### src/rtl/curcfg_pkg.sv
package curcfg_pkg;

  // Kind of frame the sequencer asks the datapath to send
  typedef enum logic [1:0] {
    FK_WRITE   = 2'd0,
    FK_QUERY   = 2'd1,
    FK_COLLECT = 2'd2
  } frameKind_t;

  // Strobes from control to datapath
  typedef struct packed {
    logic       start;
    frameKind_t kind;
    logic       runLevel;
  } seqCtl_t;

  // Status from datapath to control
  typedef struct packed {
    logic frameDone;
    logic readMatch;
  } dpStat_t;

  typedef enum logic [2:0] {
    SQ_IDLE    = 3'd0,
    SQ_WRITE   = 3'd1,
    SQ_QUERY   = 3'd2,
    SQ_COLLECT = 3'd3,
    SQ_SAFE    = 3'd4
  } seqState_t;

endpackage

### src/rtl/curcfg_spi_dp.sv
module curcfg_spi_dp
  import curcfg_pkg::*;
#(
  parameter int unsigned CLK_DIV  = 4,
  parameter int unsigned GAP_SCLK = 2,
  parameter int unsigned ADDR_W   = 7,
  parameter int unsigned DATA_W   = 8,
  parameter logic [ADDR_W-1:0] REG_ADDR = 7'h0B,
  parameter logic [DATA_W-1:0] IDLE_VAL = 8'h08,
  parameter logic [DATA_W-1:0] RUN_VAL  = 8'h1F
) (
  input  logic    clk,
  input  logic    rst_n,
  input  seqCtl_t ctl,
  input  logic    miso,
  output dpStat_t stat,
  output logic    sclk,
  output logic    csN,
  output logic    mosi
);

  localparam int unsigned FRAME_W   = 1 + ADDR_W + DATA_W;
  localparam int unsigned BIT_W     = $clog2(FRAME_W);
  localparam int unsigned DIV_W     = $clog2(CLK_DIV) + 1;
  localparam int unsigned GAP_TICKS = 2 * GAP_SCLK;
  localparam int unsigned GAP_W     = $clog2(GAP_TICKS) + 1;

  typedef enum logic [1:0] {DP_IDLE, DP_SHIFT, DP_GAP} dpState_t;

  dpState_t            dpState;
  logic [DIV_W-1:0]    divCnt;
  logic [BIT_W-1:0]    bitCnt;
  logic [GAP_W-1:0]    gapCnt;
  logic [FRAME_W-1:0]  txShift;
  logic [FRAME_W-1:0]  txWord;
  logic [DATA_W-1:0]   rxShift;
  logic [DATA_W-1:0]   expVal;
  logic                sclkR;
  logic                csNR;
  logic                doneR;
  logic                tick;

  // Half-period tick; a divider of one needs no counter compare
  generate
    if (CLK_DIV == 1) begin : g_nodiv
      assign tick = 1'b1;
    end else begin : g_div
      assign tick = (divCnt == DIV_W'(CLK_DIV - 1));
    end
  endgenerate

  // Frame composition: access bit, address, data
  always_comb begin
    if (ctl.kind == FK_WRITE) begin
      txWord = {1'b0, REG_ADDR, (ctl.runLevel ? RUN_VAL : IDLE_VAL)};
    end else begin
      txWord = {1'b1, REG_ADDR, {DATA_W{1'b0}}};
    end
  end

  always_ff @(posedge clk or negedge rst_n) begin
    if (!rst_n) begin
      dpState <= DP_IDLE;
      divCnt  <= '0;
      bitCnt  <= '0;
      gapCnt  <= '0;
      txShift <= '0;
      rxShift <= '0;
      expVal  <= '0;
      sclkR   <= 1'b0;
      csNR    <= 1'b1;
      doneR   <= 1'b0;
    end else begin
      doneR <= 1'b0;
      case (dpState)
        DP_IDLE: begin
          divCnt <= '0;
          if (ctl.start) begin
            txShift <= txWord;
            csNR    <= 1'b0;
            sclkR   <= 1'b0;
            bitCnt  <= '0;
            dpState <= DP_SHIFT;
            if (ctl.kind == FK_WRITE) begin
              expVal <= txWord[DATA_W-1:0];
            end
          end
        end
        DP_SHIFT: begin
          divCnt <= tick ? '0 : divCnt + 1'b1;
          if (tick) begin
            if (!sclkR) begin
              sclkR   <= 1'b1;
              rxShift <= {rxShift[DATA_W-2:0], miso};
            end else begin
              sclkR <= 1'b0;
              if (bitCnt == BIT_W'(FRAME_W - 1)) begin
                csNR    <= 1'b1;
                gapCnt  <= '0;
                dpState <= DP_GAP;
              end else begin
                txShift <= {txShift[FRAME_W-2:0], 1'b0};
                bitCnt  <= bitCnt + 1'b1;
              end
            end
          end
        end
        DP_GAP: begin
          divCnt <= tick ? '0 : divCnt + 1'b1;
          if (tick) begin
            if (gapCnt == GAP_W'(GAP_TICKS - 1)) begin
              dpState <= DP_IDLE;
              doneR   <= 1'b1;
            end else begin
              gapCnt <= gapCnt + 1'b1;
            end
          end
        end
        default: dpState <= DP_IDLE;
      endcase
    end
  end

  assign stat.frameDone = doneR;
  assign stat.readMatch = (rxShift == expVal);
  assign sclk = sclkR;
  assign csN  = csNR;
  assign mosi = ~csNR & txShift[FRAME_W-1];

endmodule

### src/rtl/curcfg_seq.sv
module curcfg_seq
  import curcfg_pkg::*;
(
  input  logic    clk,
  input  logic    rst_n,
  input  logic    moveCmd,
  input  dpStat_t stat,
  output seqCtl_t ctl,
  output logic    busy,
  output logic    safeMode
);

  seqState_t state;
  logic      appliedLvl;
  logic      safeR;
  logic      cmdChanged;

  assign cmdChanged = (moveCmd != appliedLvl);

  always_comb begin
    ctl          = '0;
    ctl.kind     = FK_WRITE;
    ctl.runLevel = appliedLvl;
    case (state)
      SQ_IDLE: begin
        if (cmdChanged) begin
          ctl.start    = 1'b1;
          ctl.kind     = FK_WRITE;
          ctl.runLevel = moveCmd;
        end
      end
      SQ_WRITE: begin
        if (stat.frameDone) begin
          ctl.start = 1'b1;
          ctl.kind  = FK_QUERY;
        end
      end
      SQ_QUERY: begin
        if (stat.frameDone) begin
          ctl.start = 1'b1;
          ctl.kind  = FK_COLLECT;
        end
      end
      default: ;
    endcase
  end

  always_ff @(posedge clk or negedge rst_n) begin
    if (!rst_n) begin
      state      <= SQ_IDLE;
      appliedLvl <= 1'b0;
      safeR      <= 1'b0;
    end else begin
      case (state)
        SQ_IDLE: begin
          if (cmdChanged) begin
            appliedLvl <= moveCmd;
            state      <= SQ_WRITE;
          end
        end
        SQ_WRITE:   if (stat.frameDone) state <= SQ_QUERY;
        SQ_QUERY:   if (stat.frameDone) state <= SQ_COLLECT;
        SQ_COLLECT: begin
          if (stat.frameDone) begin
            if (stat.readMatch) begin
              state <= SQ_IDLE;
            end else begin
              safeR <= 1'b1;
              state <= SQ_SAFE;
            end
          end
        end
        SQ_SAFE: state <= SQ_SAFE;
        default: state <= SQ_IDLE;
      endcase
    end
  end

  assign busy     = (state == SQ_WRITE) || (state == SQ_QUERY) || (state == SQ_COLLECT);
  assign safeMode = safeR;

endmodule

### src/rtl/curcfg_top.sv
module curcfg_top
  import curcfg_pkg::*;
#(
  parameter int unsigned CLK_DIV  = 4,
  parameter int unsigned GAP_SCLK = 2,
  parameter int unsigned ADDR_W   = 7,
  parameter int unsigned DATA_W   = 8,
  parameter logic [ADDR_W-1:0] REG_ADDR = 7'h0B,
  parameter logic [DATA_W-1:0] IDLE_VAL = 8'h08,
  parameter logic [DATA_W-1:0] RUN_VAL  = 8'h1F
) (
  input  logic clk,
  input  logic rst_n,
  input  logic moveCmd,
  input  logic miso,
  output logic sclk,
  output logic csN,
  output logic mosi,
  output logic busy,
  output logic safeMode
);

  seqCtl_t seqCtl;
  dpStat_t dpStat;

  curcfg_seq seq_i (
    .clk      (clk),
    .rst_n    (rst_n),
    .moveCmd  (moveCmd),
    .stat     (dpStat),
    .ctl      (seqCtl),
    .busy     (busy),
    .safeMode (safeMode)
  );

  curcfg_spi_dp #(
    .CLK_DIV  (CLK_DIV),
    .GAP_SCLK (GAP_SCLK),
    .ADDR_W   (ADDR_W),
    .DATA_W   (DATA_W),
    .REG_ADDR (REG_ADDR),
    .IDLE_VAL (IDLE_VAL),
    .RUN_VAL  (RUN_VAL)
  ) dp_i (
    .clk   (clk),
    .rst_n (rst_n),
    .ctl   (seqCtl),
    .miso  (miso),
    .stat  (dpStat),
    .sclk  (sclk),
    .csN   (csN),
    .mosi  (mosi)
  );

endmodule

### config.mk
export PLATFORM = sky130hd
export DESIGN_NAME = curcfg_top
export DESIGN_NICKNAME = d
export VERILOG_FILES = /design/src/rtl/curcfg_pkg.sv /design/src/rtl/curcfg_spi_dp.sv /design/src/rtl/curcfg_seq.sv /design/src/rtl/curcfg_top.sv
export SDC_FILE = /design/constraint.sdc
export NUM_CORES = 1
export LEC_CHECK = 0
export BUFFER_PORTS_ARGS = -buffer_cell sky130_fd_sc_hd__buf_2
export CAP_MARGIN = 20
export CORE_MARGIN = 8
export CORE_UTILIZATION = 52
export CTS_CLUSTER_DIAMETER = 200
export DETAILED_ROUTE_END_ITERATION = 10
export GPL_ROUTABILITY_DRIVEN = 1
export PLACE_DENSITY = 0.67
export SKIP_CTS_REPAIR_TIMING = 1
export SLEW_MARGIN = 20
export SYNTH_ARGS = -nofsm -noshare
export SYNTH_HDL_FRONTEND = slang
export SYNTH_SLANG_ARGS = --single-unit
### constraint.sdc
create_clock -name clk -period 2.9 [get_ports clk]
set_input_delay 0.145 -clock clk [delete_from_list [all_inputs] [get_ports clk]]
set_output_delay 0.145 -clock clk [all_outputs]
set_load 0.1 [all_outputs]
# Yosys cells after proc, flatten, opt, wreduce, memory -nomap -nowiden
# Index checks and enable logic that the tools add are counted.
[word_totals]
reg_bits = 52
latch_bits = 0
ram_bits = 0
romBits = 0
inputBits = 4
out_inout_bits = 5
wordCells = 111
n_memories = 0
[classes]
add_sub_neg = 3
n_mul = 0
div = 0
n_lt_le_gt_ge = 0
n_eq_ne = 23
shifts = 0
muxes = 49
n_bitwise = 4
n_reduce_logical = 19
[op_table]
columns = ["cell", "count"]
rows = [
  ["$mux W16", 5],
  ["$mux W3", 13],
  ["$pmux W16 S2", 1],
  ["$mux W4", 5],
  ["$ne A2 B1 Y1 const B", 10],
  ["$pmux W3 S5", 1],
  ["$eq A3 B2 Y1 const B", 4],
  ["$mux W2", 6],
  ["$pmux W3 S2", 2],
  ["$reduce_and A3 Y1", 4],
  ["$reduce_and A6 Y1", 2],
  ["$mux W1", 10],
  ["$reduce_and A5 Y1", 2],
  ["$pmux W3 S3", 1],
  ["$eq A8 B8 Y1", 1],
  ["$pmux W4 S2", 1],
  ["$add A3 B1 Y3 const B", 2],
  ["$pmux W2 S3", 1],
  ["$reduce_bool A2 Y1", 3],
  ["$mux W5", 1],
  ["$add A4 B1 Y4 const B", 1],
  ["$eq A4 B4 Y1 const B", 1],
  ["$logic_not A2 Y1", 2],
  ["$ne A2 B2 Y1 const B", 2],
  ["13 further kinds", 17],
]

# Logic depth before layout (Yosys ltp)
# Gate-level depths: netlist of run 1.
[logic_depth]
word_depth = 7
ltp_mapped = 9
ltp_nobuf = 6

# Modules after synthesis
# Synthesis of run 1 repeated with hierarchy kept, for this count alone.
[hier_totals]
hier_cells = 200
area_unflattened_um2 = 2307.2
[by_module_without_submodules]
columns = ["module", "instances", "cells_per_inst", "area_each_um2", "seq_area_each_um2"]
rows = [
  ["curcfg_spi_dp", 1, 173, 2008.2, 1027.2],
  ["curcfg_seq", 1, 27, 299.0, 125.1],
]

# Least setup slack after synthesis of run 1
# Ideal clock, no wire load.
[synth_timing]
kind = "reg2reg"
start = "register dp_i.sclkR, in the netlist dp_i.sclk"
end = "register dp_i.txShift[3]"
setup_ps = 111
arrival_time_ps = 2168
t_required_ps = 2789
setup_slack_ps = 621
stages_incl_launch_ff = 6
n_path_buf = 1
synth_period_minus_slack_ps = 2279
cell_sequence = "dfrtp_1 nand3b_1 o21ai_1 o211ai_4 buf_6 a222oi_1"
[synth_between]
elab_chain_len = 2
[synth_lines]
columns = ["element", "line", "text"]
rows = [
  ["start, declared", "curcfg_spi_dp.sv:38", "logic sclkR;"],
  ["start signal, assigned", "curcfg_spi_dp.sv:70", "sclkR <= 1'b0;"],
  ["start signal, assigned", "curcfg_spi_dp.sv:81", "sclkR <= 1'b0;"],
  ["start signal, assigned", "curcfg_spi_dp.sv:93", "sclkR <= 1'b1;"],
  ["$ne A2 B1 Y1 (no line)", "--", ""],
  ["$reduce_and A5 Y1 (no line)", "--", ""],
  ["end signal, assigned", "curcfg_spi_dp.sv:79", "txShift <= txWord;"],
  ["end signal, assigned", "curcfg_spi_dp.sv:102", "txShift <= {txShift[FRAME_W-2:0], 1'b0};"],
  ["end, declared", "curcfg_spi_dp.sv:34", "logic [FRAME_W-1:0] txShift;"],
]
# No other way between the ends.
# A chain may end at the register's enable or synchronous reset.

# Final worst setup path of run 1
[layout_timing]
start = "register dp_i.dpState[1]"
end = "register dp_i.rxShift[5]"
[layout_between]
elab_chain_len = 2
[layout_lines]
columns = ["element", "line", "text"]
rows = [
  ["start, declared", "curcfg_spi_dp.sv:30", "dpState_t dpState;"],
  ["start signal, assigned", "curcfg_spi_dp.sv:63", "dpState <= DP_IDLE;"],
  ["start signal, assigned", "curcfg_spi_dp.sv:83", "dpState <= DP_SHIFT;"],
  ["start signal, assigned", "curcfg_spi_dp.sv:100", "dpState <= DP_GAP;"],
  ["$eq A2 B1 Y1", "curcfg_spi_dp.sv:75", "case (dpState)"],
  ["$reduce_and A3 Y1 (no line)", "--", ""],
  ["end signal, assigned", "curcfg_spi_dp.sv:94", "rxShift <= {rxShift[DATA_W-2:0], miso};"],
  ["end, declared", "curcfg_spi_dp.sv:36", "logic [DATA_W-1:0] rxShift;"],
]
# No other way between the ends.

==> key figures, run 1 <==
Floorplan
  • Core ar.: 4260 sq um
  • Die Y-Extent: 81.8 um
  • Die Wd: 81.8 um
  • Io pins: 9
  • Die area: 6690 sq um
  • Row count: 24
  • Starting Density: 0.528

Pwr
  • Clock power share: 0.416
  • Sequential share of power: 0.565
  • Pwr dens: 470 nW/um^2
  • Internal: 0.000909 W
  • Sw Share: 0.209
  • Switch Pwr: 0.000239 W
  • P_leak: 1.13 nW
  • Worst vdd ir: 0.000288 V
  • Logic gate share of total power: 0.020

STA
  • Worst-Margin Slew: 751 ps
  • Final-report max-slew violation count: 0
  • Worst slew margin relative to its limit: 0.495
  • Tcrit/Tclk final: 0.820
  • Final Worst Setup Slack: 523 ps
  • RSZ-0062 raised after global routing: false
  • TNS Setup: 0 ps
  • # setup viols final: 0
  • Tmin final: 2380 ps
  • Final Hold Viols: 0
  • Fmax: 421 MHz
  • Clock Skew: 3.85 ps

Logic synthesis
  • Synth Register Bits: 46
  • Post-synth cell types: 47
  • Synthesized area per cell: 11.7 sq um
  • Share of the synthesized area in the top cell type: 0.500
  • Register area share after synthesis: 0.512
  • Synth Cell Area: 2250 sq um
  • Synth area leaders: dfrtp_1, mux2_2, ha_1, a22o_1, a221o_1
  • Post-synthesis cell count: 193
  • Post-synth EDFFs: 0
  • Main flop type after synthesis: dfrtp_1
  • Count of warnings emitted by yosys: 0
  • Cell taking the most area after synthesis: dfrtp_1
  • Post-Synthesis Net Count: 205
  • Asr flop ratio synth: 1.00

Clock tree
  • CTS clk-pin slew, worst paths: 90 ps
  • Clk root buf: clkbuf_8
  • CTS tree: built
  • Clock sinks: 46
  • Largest buffer count on any clock path: 2
  • Inserted Clock Buffers: 5
  • Latest clock arrival within the worst-skew pair: 300 ps
  • Htree depth: 2

Route
  • DRC Markers: 0
  • ANT nets after route: 0
  • DR vias/cell: 5.95
  • Initial DRT Pass Iterations: 4
  • DR WL/cell: 15.9 um
  • Drt total wl: 4100 um
  • DR vias: 1528
  • DR iter-0 viols: 104

Cells and area
  • Most common cell after layout, fill and taps aside: dfrtp_1
  • Most frequent cells in the layout: dfrtp_1, inv_1, mux2_2
  • Layout cells sized above 1: 0.190
  • FF/Latch Area: 1150 sq um
  • Fin nets: 216
  • Multi-input logic area: 1000 sq um
  • Fill cells: 363
  • # diodes: 0
  • Fin cells: 257
  • Area grow syn2layout: 8.45%

GRT
  • First-pass GRT wire length: 7050 um
  • Initial antenna violation count: 0
  • Global route overflow: 0
  • GRT Overall Usage: 0.135
  • Pin count of the biggest net entering global routing: 47
  • Vias in the first global route: 1531

Critical path
  • Reg2reg path depth: 5
  • Worst Path Arrival: 2570 ps
  • Reg2reg start: dp_i.dpState[1]
  • CP Class: register to register
  • Critical Path Source Type: register
  • Crit end category: register
  • Critical-path maximum fanout: 14
  • Worst path required time: 3100 ps
  • R2R Setup Slk: 520 ps
  • Reg2reg end: dp_i.rxShift[5]

Min path
  • Hold path start: miso
  • Hold Crit Class: primary input to register
  • Hold Crit Endpoint: dp_i.rxShift[0]
  • Hold path depth: 2

Placement
  • Placer Congestion: 0.811
  • Dpl ws: 534 ps
  • Placed insts: 248
  • Port bufs: 8
  • HPWL after detailed placement: 2870 um

Status
  • Status: finished clean

Run
  • Maximum Capacitance Violations: 0
## registers in the layout, indices dropped and copies added, names as in the netlist
| name | count |
|---|---|
| dp_i.csN | 1 |
| seq_i.state | 3 |
| dp_i.txShift | 16 |
| dp_i.doneR | 1 |
| seq_i.appliedLvl | 1 |
| dp_i.bitCnt | 4 |
| dp_i.expVal | 2 |
| dp_i.rxShift | 8 |
| dp_i.gapCnt | 3 |
| dp_i.dpState | 2 |
| dp_i.sclk | 1 |
| dp_i.divCnt | 3 |
| seq_i.safeMode | 1 |
## cell type report
| type | count | area share |
|---|---|---|
| Tap cell | 52 | 0.0267 |
| Inverter | 14 | 0.0215 |
| Multi-Input combinational cell | 128 | 0.412 |
| Sequential cell | 46 | 0.472 |
| Clock buffer | 5 | 0.0282 |
| Clock inverter | 3 | 0.0185 |
| Timing Repair Buffer | 9 | 0.0215 |
## critical path, cell delays in order, from the launching register on
cell and delay, ps:
dfrtp_1 420, inv_1 90, ha_1 500, inv_2 210, nor3_2 630, mux2_2 410
## routing by layer
| layer | share of wire | GRT usage | wire length [um] |
|---|---|---|---|
| met1 | 0.45 | 0.168 | 1850 |
| met2 | 0.50 | 0.213 | 2050 |
| met3 | 0.031 | 0.0405 | 128 |
| met4 | 0.017 | 0.0579 | 68 |
| met5 | 0 | 0 | 0 |
## synthesized netlist by cell type (all sizes together), types with 4 or more instances
cell type,n
a21oi,5
a221o,6
a22o,7
dfrtp,45
ha,8
inv,14
mux2,12
mux2i,4
nand2,9
nand2b,5
nand3,6
nor2,9
nor2b,5
o21ai,8
## worst max-delay path by stage
stage / from / endpoint / slack (ps) / cells after the start
CTS: dp_i.dpState[1] / dp_i.rxShift[5] / 530 / 5
finish: dp_i.dpState[1] / dp_i.rxShift[5] / 520 / 5
detailed placement: dp_i.dpState[1] / dp_i.rxShift[5] / 530 / 5
floorplan: dp_i.sclk / dp_i.txShift[3] / 620 / 5
global route: dp_i.dpState[1] / dp_i.txShift[3] / 340 / 5
global placement: dp_i.dpState[1] / dp_i.rxShift[6] / 670 / 5
## metrics by stage
step / utilization / hold WS (ps) / area (sq um) / power [W]
floorplan: - / -151 / 2250 / 0.000667
detailed placement: 0.543 / 360 / 2310 / 0.000684
finish: 0.572 / 65.6 / 2440 / 0.00115
global route: 0.572 / 58.4 / 2440 / 0.00119
CTS: 0.570 / 28.6 / 2430 / 0.00116
global placement: 0.543 / 351 / 2310 / 0.000683
## power by group through the flow
stage	clock (W)	sequential, W	combinational (W)
3_3_place_gp	0	0.000661	0.0000216
5_1_grt	0.000518	0.000649	0.0000264
3_5_place_dp	0	0.000661	0.0000222
2_1_floorplan	0	0.000661	0.00000642
4_1_cts	0.000488	0.000649	0.0000222
6_report	0.000477	0.000649	0.0000224
## kinds of logic after synthesis
family	share of synthesized area
flip-flops	0.512
multiplexers	0.0778
AO/OA/AOI/OAI	0.178
XOR/XNOR	0.0189
AND/OR/NAND/NOR	0.127
adder cells (fa/ha/maj)	0.0445
buffers and inverters	0.0417
(Power assumes the default switching activity.)
==> run 2: changes to the inputs <==
- ABC_AREA: not set -> 1
- PLACE_DENSITY: 0.67 -> 0.7
- clock period: 2.9 -> 2 ns (I/O delays scaled with it)
==> run 2 against run 1 <==
  * Sequential cell count unchanged
  * Synthesized cell count increased by 38%
  * Final cell count increased by 30%
  * Sequential share of layout area decreased by 1.0 points
  * Fmax increased by 33%
  * Via count increased by 9.2%
  * Clock-buffer cell count increased by 2
  * Area after synthesis increased by 2.0%
  * Highest routed layer unchanged
==> key figures, run 2 <==
Cells and area
  • # diodes: 0 (unchanged)
  • Most frequent cells in the layout: nand2_1, dfrtp_1, inv_1
  • Most common cell after layout, fill and taps aside: nand2_1
  • Area grow syn2layout: 8.72%
  • Fill cells: 395 (+8.8%)
  • Top flop regs: dp_i.txShift x16, dp_i.rxShift x8, dp_i.bitCnt x4
  • Largest register FFs: 16 (unchanged)
  • Layout cells sized above 1: 0.177 (-0.0136)
  • Register with the most flip-flops: dp_i.txShift
  • Layout Utilization: 0.581 (+0.00882)
  • Fin nets: 294 (+36%)

Critical path
  • Worst path cell trace: inv_1, ha_1, inv_2, nor2_4, a21oi_4, nand3_4, buf_4, nand2_1, o21ai_2
  • Worst path required time: 2220 ps (-880 ps)
  • Max incr delay on CP: 420 ps (-210 ps)
  • Crit end category: register
  • Critical-path maximum fanout: 35 (+21)
  • Critical Path Source Type: register
  • CP Class: register to register
  • Worst Path Arrival: 2010 ps (-560 ps)
  • Slowest-stage cell, CP: dfrtp_1

Min path
  • Hold Crit Class: primary input to register

Route
  • WL met2: 1680 um (-18%)
  • DR vias: 1668 (+9.2%)
  • Initial DRT Pass Iterations: 5 (+1)
  • WL met1: 1980 um (+7.3%)
  • Top Layer Used: met4
  • DR WL/cell: 11.7 um (-27%)
  • DR iter-0 viols: 76 (-27%)
  • ANT nets after route: 0 (unchanged)
  • Drt total wl: 3910 um (-4.5%)
  • Wire length on met3: 172 um (+34%)
  • DR vias/cell: 4.98 (-16%)
  • DRC Markers: 0 (unchanged)

STA
  • TNS Setup: 0 ps (unchanged)
  • Worst-Margin Slew: 605 ps (-146 ps)
  • Final Hold Viols: 0 (unchanged)
  • # setup viols final: 0 (unchanged)
  • Final-report max-slew violation count: 0 (unchanged)
  • Worst slew margin relative to its limit: 0.597 (+0.101)
  • RSZ-0062 raised after global routing: false
  • Tmin final: 1790 ps (-586 ps)
  • Tcrit/Tclk final: 0.896 (+0.0760)
  • Fmax: 558 MHz (+33%)
  • Clock Skew: 5.72 ps (+1.87 ps)

Pwr
  • Worst vdd ir: 0.000384 V (+33%)
  • Pwr dens: 615 nW/um^2 (+31%)
  • P_leak: 1.24 nW (+9.7%)

Placement
  • HPWL after detailed placement: 2760 um (-3.9%)
  • Placer Congestion: 0.786 (-3.2%)
  • Port bufs: 8 (unchanged)

Logic synthesis
  • Post-Synthesis Net Count: 279 (+36%)
  • Main flop type after synthesis: dfrtp_1
  • Commonest cells post-synth: nand2_1, dfrtp_1, inv_1, nor2_1, nand3_1
  • Synth area leaders: dfrtp_1, nand2_1, o21ai_2, ha_1, inv_1
  • Asr flop ratio synth: 1.00 (unchanged)
  • Post-synthesis cell count: 267 (+38%)
  • Synth Register Bits: 46 (unchanged)
  • Share of the synthesized area in the top cell type: 0.490 (-0.00981)
  • Post-synth EDFFs: 0 (unchanged)
  • Post-synth cell types: 30 (-36%)
  • Count leader, synth: nand2_1
  • Register area share after synthesis: 0.502 (-0.0100)
  • Synthesized area per cell: 8.60 sq um (-26%)
  • Cell taking the most area after synthesis: dfrtp_1
  • Synth Cell Area: 2300 sq um (+2.0%)
  • Count of warnings emitted by yosys: 0 (unchanged)

GRT
  • Vias in the first global route: 1565 (+2.2%)
  • Initial antenna violation count: 0 (unchanged)
  • First-pass GRT wire length: 6940 um (-1.6%)
  • Pin count of the biggest net entering global routing: 36 (-23%)
  • Global route overflow: 0 (unchanged)
  • GRT Overall Usage: 0.132 (-0.00301)

Clock tree
  • Largest buffer count on any clock path: 2 (unchanged)
  • Inserted Clock Buffers: 5 (unchanged)
  • Clock sinks: 46 (unchanged)
  • Htree depth: 2 (unchanged)
  • CTS clk-pin slew, worst paths: 80 ps (about the same)
  • CTS tree: built
  • Latest clock arrival within the worst-skew pair: 290 ps (about the same)
  • Clk root buf: clkbuf_8

Floorplan
  • Row count: 24 (unchanged)
  • Die Y-Extent: 82.4 um (+0.80%)
  • Starting Density: 0.535 (+0.00680)
  • Core ar.: 4290 sq um (+0.70%)
  • Die Wd: 82.4 um (+0.80%)
  • Io pins: 9 (unchanged)
  • Die area: 6800 sq um (+1.6%)

Status
  • Status: finished clean

Run
  • Maximum Capacitance Violations: 0 (unchanged)
==> run 2: cell count changes after synthesis, sizes merged, moves of 4 or more <==
cell    delta
nand2b     -5
nand2     +81
nor2b      -5
mux2      -12
inv       +12
mux2i      -4
a22o       -7
nand3     +13
o21ai     +24
a221o      -6
nor2      +12
==> run 2: final timing paths <==
check	slack, ps	depth (start not counted)	to	start
max	210	9	dp_i.txShift[11]	dp_i.dpState[1]
min	60	3	dp_i.rxShift[0]	miso
max reg2reg	210	9	dp_i.txShift[11]	dp_i.dpState[1]
min reg2reg	460	2	seq_i.safeMode	seq_i.safeMode
max in group asynchronous	1070	3	dp_i.txShift[11]	rst_n
min in group asynchronous	350	2	dp_i.sclk	rst_n
==> run 2: layer usage <==
metal  GRT usage  vias to the layer above
met2       0.198                       21
met5           0                        -
li1            -                      878
met4      0.0579                        0
met3      0.0325                        7
met1       0.176                      762
==> run 2: cells by family (layout without fill, tap and decap cells) <==
| family | after synthesis | after routing | share of synthesized area |
|---|---|---|---|
| AND/OR/NAND/NOR | 136 | 136 | 0.255 |
| flip-flops | 46 | 46 | 0.502 |
| AO/OA/AOI/OAI | 42 | 42 | 0.124 |
| buffers and inverters | 33 | 49 | 0.0681 |
| adder cells (fa/ha/maj) | 8 | 8 | 0.0436 |
| XOR/XNOR | 2 | 2 | 0.00763 |
==> run 2: cell type report <==
type                    instances  area (sq um)  area share
clock inverters                 1          5.00     0.00201
repair buffers                 15          95.1      0.0381
inverters                      26          97.6      0.0391
flip-flops and latches         46          1150       0.462
clock buffers                   7          86.3      0.0346
well taps                      52          65.1      0.0261
multi-input cells             188           995       0.398
==> run 2: per-stage QoR <==
step	hold slack (ps)	setup WS (ps)	total power (W)	cell area, sq um	std cells
after floorplan	-196	40.7	0.000953	2300	267
after global placement	151	292	0.000979	2390	326
after detailed placement	148	250	0.000979	2390	326
after CTS	-178	217	0.00156	2480	334
after global routing	73.7	43.2	0.00160	2500	335
final	55.4	208	0.00154	2500	335
==> run 2: worst max-delay path, delay by kind of cell (launching register included) <==
kind / cells / cell delay, ps
flops: 1 / 420
buf+inv: 3 / 570
simple gates: 3 / 350
compound gates: 2 / 140
fa+ha+maj: 1 / 220
==> run 2: power by group <==
part | switching (W) | internal [W]
clock network | 0.000296 | 0.000279
registers | 0.000000204 | 0.000930
logic | 0.0000224 | 0.00000772
